==> src/rtl/lead_one_det.sv <==
module lead_one_det #(
  parameter int WIDTH   = 16,
  parameter int GROUP   = 4,
  parameter bit OUT_REG = 1'b1
) (
  input  logic                                          clk,
  input  logic                                          rst_n,
  input  logic [WIDTH-1:0]                              word_i,
  output logic [$clog2(WIDTH/GROUP)+$clog2(GROUP)-1:0]  pos_o,
  output logic                                          zero_o
);
  localparam int NGRP = WIDTH / GROUP;
  localparam int LW   = $clog2(GROUP);
  localparam int GW   = $clog2(NGRP);
  localparam int PW   = GW + LW;

  logic [NGRP-1:0] grp_hit;
  logic [LW-1:0]   grp_off [NGRP];
  logic [PW-1:0]   pos_c;
  logic            zero_c;

  for (genvar g = 0; g < NGRP; g++) begin : g_grp
    logic [GROUP-1:0] slice;
    assign slice      = word_i[WIDTH-1-g*GROUP -: GROUP];
    assign grp_hit[g] = |slice;
    always_comb begin
      grp_off[g] = '0;
      for (int k = 0; k < GROUP; k++)
        if (slice[k]) grp_off[g] = LW'(GROUP - 1 - k);
    end
  end

  always_comb begin
    pos_c = '0;
    for (int g = NGRP - 1; g >= 0; g--)
      if (grp_hit[g]) pos_c = {GW'(g), grp_off[g]};
  end

  assign zero_c = ~|grp_hit;

  if (OUT_REG) begin : g_reg
    always_ff @(posedge clk or negedge rst_n) begin
      if (!rst_n) begin
        pos_o  <= '0;
        zero_o <= 1'b1;
      end else begin
        pos_o  <= pos_c;
        zero_o <= zero_c;
      end
    end
  end else begin : g_comb
    assign pos_o  = pos_c;
    assign zero_o = zero_c;
  end
endmodule

==> config.mk <==
export PLATFORM = sky130hd
export DESIGN_NAME = lead_one_det
export DESIGN_NICKNAME = d
export VERILOG_FILES = /design/src/rtl/lead_one_det.sv
export SDC_FILE = /design/constraint.sdc
export NUM_CORES = 1
export LEC_CHECK = 0
export ABC_AREA = 1
export BUFFER_PORTS_ARGS = -buffer_cell sky130_fd_sc_hd__buf_2
export CORE_AREA = 3 3 40 42
export DETAILED_ROUTE_END_ITERATION = 8
export DIE_AREA = 0 0 43 45
export MAX_ROUTING_LAYER = met4
export PLACE_DENSITY = 0.62
export SETUP_SLACK_MARGIN = 0.15
export SYNTH_ARGS = -nofsm -noshare
export SYNTH_HDL_FRONTEND = slang
export SYNTH_SLANG_ARGS = --single-unit
==> constraint.sdc <==
create_clock -name clk -period 1.35 [get_ports clk]
set_input_delay 0.3375 -clock clk [delete_from_list [all_inputs] [get_ports clk]]
set_output_delay 0.3375 -clock clk [all_outputs]
set_load 0.03 [all_outputs]
==> flow_metrics.tcl <==
set metrics [dict create \
    start_kind "flip-flop" \
    die-area_um2 1940 \
    antenna_found_initial 0 \
    die_h_um 45 \
    pwr-share-clk_pct 39.7 \
    clkTransAtPathRegs_ns 0.05 \
    pwr-share-seq_pct 36.8 \
    cts.sinks 5 \
    status "complete, no violations" \
    avgSynthCellArea_um2 6.88 \
    max-vdd-ir-drop_uv 194 \
    crit_fanout 1 \
    drtIter0Drc 4 \
    area_growth_pct 44.5 \
    ios 23 \
    globalRouteOverflowTotal 0 \
    worstPathArrival_ns 0.87 \
    wl_per_cell_um 7.57 \
    core_um2 1280 \
    synth.area.top_cells "dfrtp_1 26%, nand2_1 12%, inv_2 8.8%, nor2_4 8.8%, dfstp_2 6.8%" \
    switching_share_pct 27.3 \
    worstPathCellList "buf_6" \
    grt_pass1_wl_mm 1.26 \
    grt_usage_pct 9.29 \
    worstHoldStart "word_i[13]" \
    power_mw 0.424 \
    worstHoldPathType "input port to flip-flop" \
    hold_viol_final 0 \
    worstMarginPinSlew_ns 0.168 \
    crit_type "flip-flop to output port" \
    min_to "pos_o[1]" \
    yosysMostFrequentCell "nand2_1" \
    yosysTopAreaCell "dfrtp_1" \
    grt_max_degree 6 \
    synth_warnings 0 \
    drive_above_1_share_pct 50.6 \
    p_leak_nw 0.325 \
    numPortBuffers 22 \
    die_x_um 43 \
    critPathBufInv 1 \
    post-route-min-period_ns 1.20 \
    fillers 141 \
    num_vias 404 \
    fin_setup_tns_ns 0 \
    slew_headroom_pct 88.8 \
    final_antenna_net_count 0 \
    numCtsBuffers 3 \
    hold_depth 3 \
    p_int_mw 0.308 \
    synth_common_cells "12 x nand2_1, 9 x inv_2, 6 x nor2_1, 5 x inv_1" \
    comb_power_share_pct 23.5 \
    place.gp.congestion 0.742 \
    worstSetupPathDepth 1 \
    drc 0 \
    drv_cap 0 \
    htree_levels 1 \
    p_sw_mw 0.116 \
    dr.pass1.iters 4 \
    p_per_area_nw_per_um2 761 \
    slowest_delay_ns 0.52 \
    end_kind "output port" \
    syn-cell-area_um2 385 \
    seq_area_frac_synth_pct 32.8 \
    setup_viol 0 \
    ys_types 17 \
    cts_max_path_buffers 2 \
    synth_edf_count 0 \
    avgViaCountPerCell 4.12 \
    yosys.area.top_type_share_pct 26.0 \
    crit_path_top_delay_cell "dfstp_2" \
    ys_seq_elements 5 \
    post-route-period-util_pct 89.3 \
    syn_nets 74 \
    async_reset_ff_share_pct 100 \
    tritoncts "yes" \
    cp.required_ns 1.01 \
    grt_pass1_vias 346 \
    fmax_ghz 0.830 \
    rsz0062_at_grt "yes" \
    post-dp-hpwl_um 679 \
    start_util_pct 30.0 \
    fin_nets 102 \
    crit_family "flip-flops" \
    wirelength_um 742 \
    diodes 0 \
    placementRows 13 \
    maxSlewViolCount 0 \
    clockRootBuffer "clkbuf_4" \
    syn_inst 56 \
    ys.flop_type "dfrtp_1" \
]
==> worst max path at each step <==
stage | startpoint | to
CTS | zero_o | zero_o
global placement | zero_o | zero_o
finish | zero_o | zero_o
detailed placement | word_i[2] | pos_o[2]
global route | zero_o | zero_o
floorplan | zero_o | zero_o
==> cell families after synthesis <==
logic type | count (synthesis) | synth area share, %
and+or+nand+nor | 30 | 43.8
AOI/OAI and AO/OA | 7 | 9.74
buffers and inverters | 14 | 13.6
DFF | 5 | 32.8
==> metrics by stage <==
stage | setup WS [ns] | std cells | hold slack [ns] | utilization [%] | cell area, um^2
after floorplan | 0.424 | 56 | 0.0419 | - | 385
final | 0.145 | 98 | 0.380 | 43.3 | 557
after global placement | 0.342 | 93 | 0.153 | 40.0 | 514
after detailed placement | 0.334 | 93 | 0.155 | 40.0 | 514
after global routing | 0.106 | 98 | 0.376 | 43.3 | 557
after CTS | 0.133 | 98 | 0.378 | 43.3 | 557
==> layout by cell type, fill, tap and decap left out <==
master         count
a21oi_1            3
buf_2             21
buf_6              1
clkbuf_1           1
clkbuf_4           3
dfrtp_1            4
dfstp_2            1
dlygate4sd3_1      1
inv_1              5
inv_2              9
nand2_1           12
nand2_2            1
nand2_4            1
nand3_1            4
nand3b_1           1
nand4_2            1
nor2_1             6
nor2_4             3
nor3_2             1
o211ai_1           1
o21ai_0            1
o21ai_1            2
==> layer usage <==
layer  track usage (%)  share of wire (%)  up-vias
met2              12.9                 50       14
met1              10.5                 40      167
li1                  -                  -      223
met5                 -                  0        -
met4              7.23                  0        0
met3              3.98                 10        0
==> state kept, by name, indices dropped and copies added, names as in the netlist <==
| signal | flops |
|---|---|
| pos_o | 4 |
| zero_o | 1 |
==> power groups by stage <==
stage	clock (mW)	combinational [mW]	sequential, mW
global placement	0	0.0967	0.158
global route	0.194	0.112	0.156
finish	0.168	0.0995	0.156
floorplan	0	0.0433	0.169
CTS	0.175	0.101	0.156
detailed placement	0	0.0989	0.158
==> area by class of cell <==
class | count | area [um^2] | area share, %
timing repair buffer | 23 | 126 | 22.7
tap | 15 | 18.8 | 3.37
sequential | 5 | 126 | 22.7
multi-input combinational | 37 | 206 | 37.1
inverter | 14 | 52.6 | 9.44
clock buffer | 4 | 26.3 | 4.72
==> repair_timing <==
action	4_1_cts	5_1_grt
endpoints found under the setup margin	1	1
hold buffers	1	0
hold endpoints to repair	4	0
gates resized for setup	2	0
setup buffers	0	0
(Power assumes the default switching activity.)
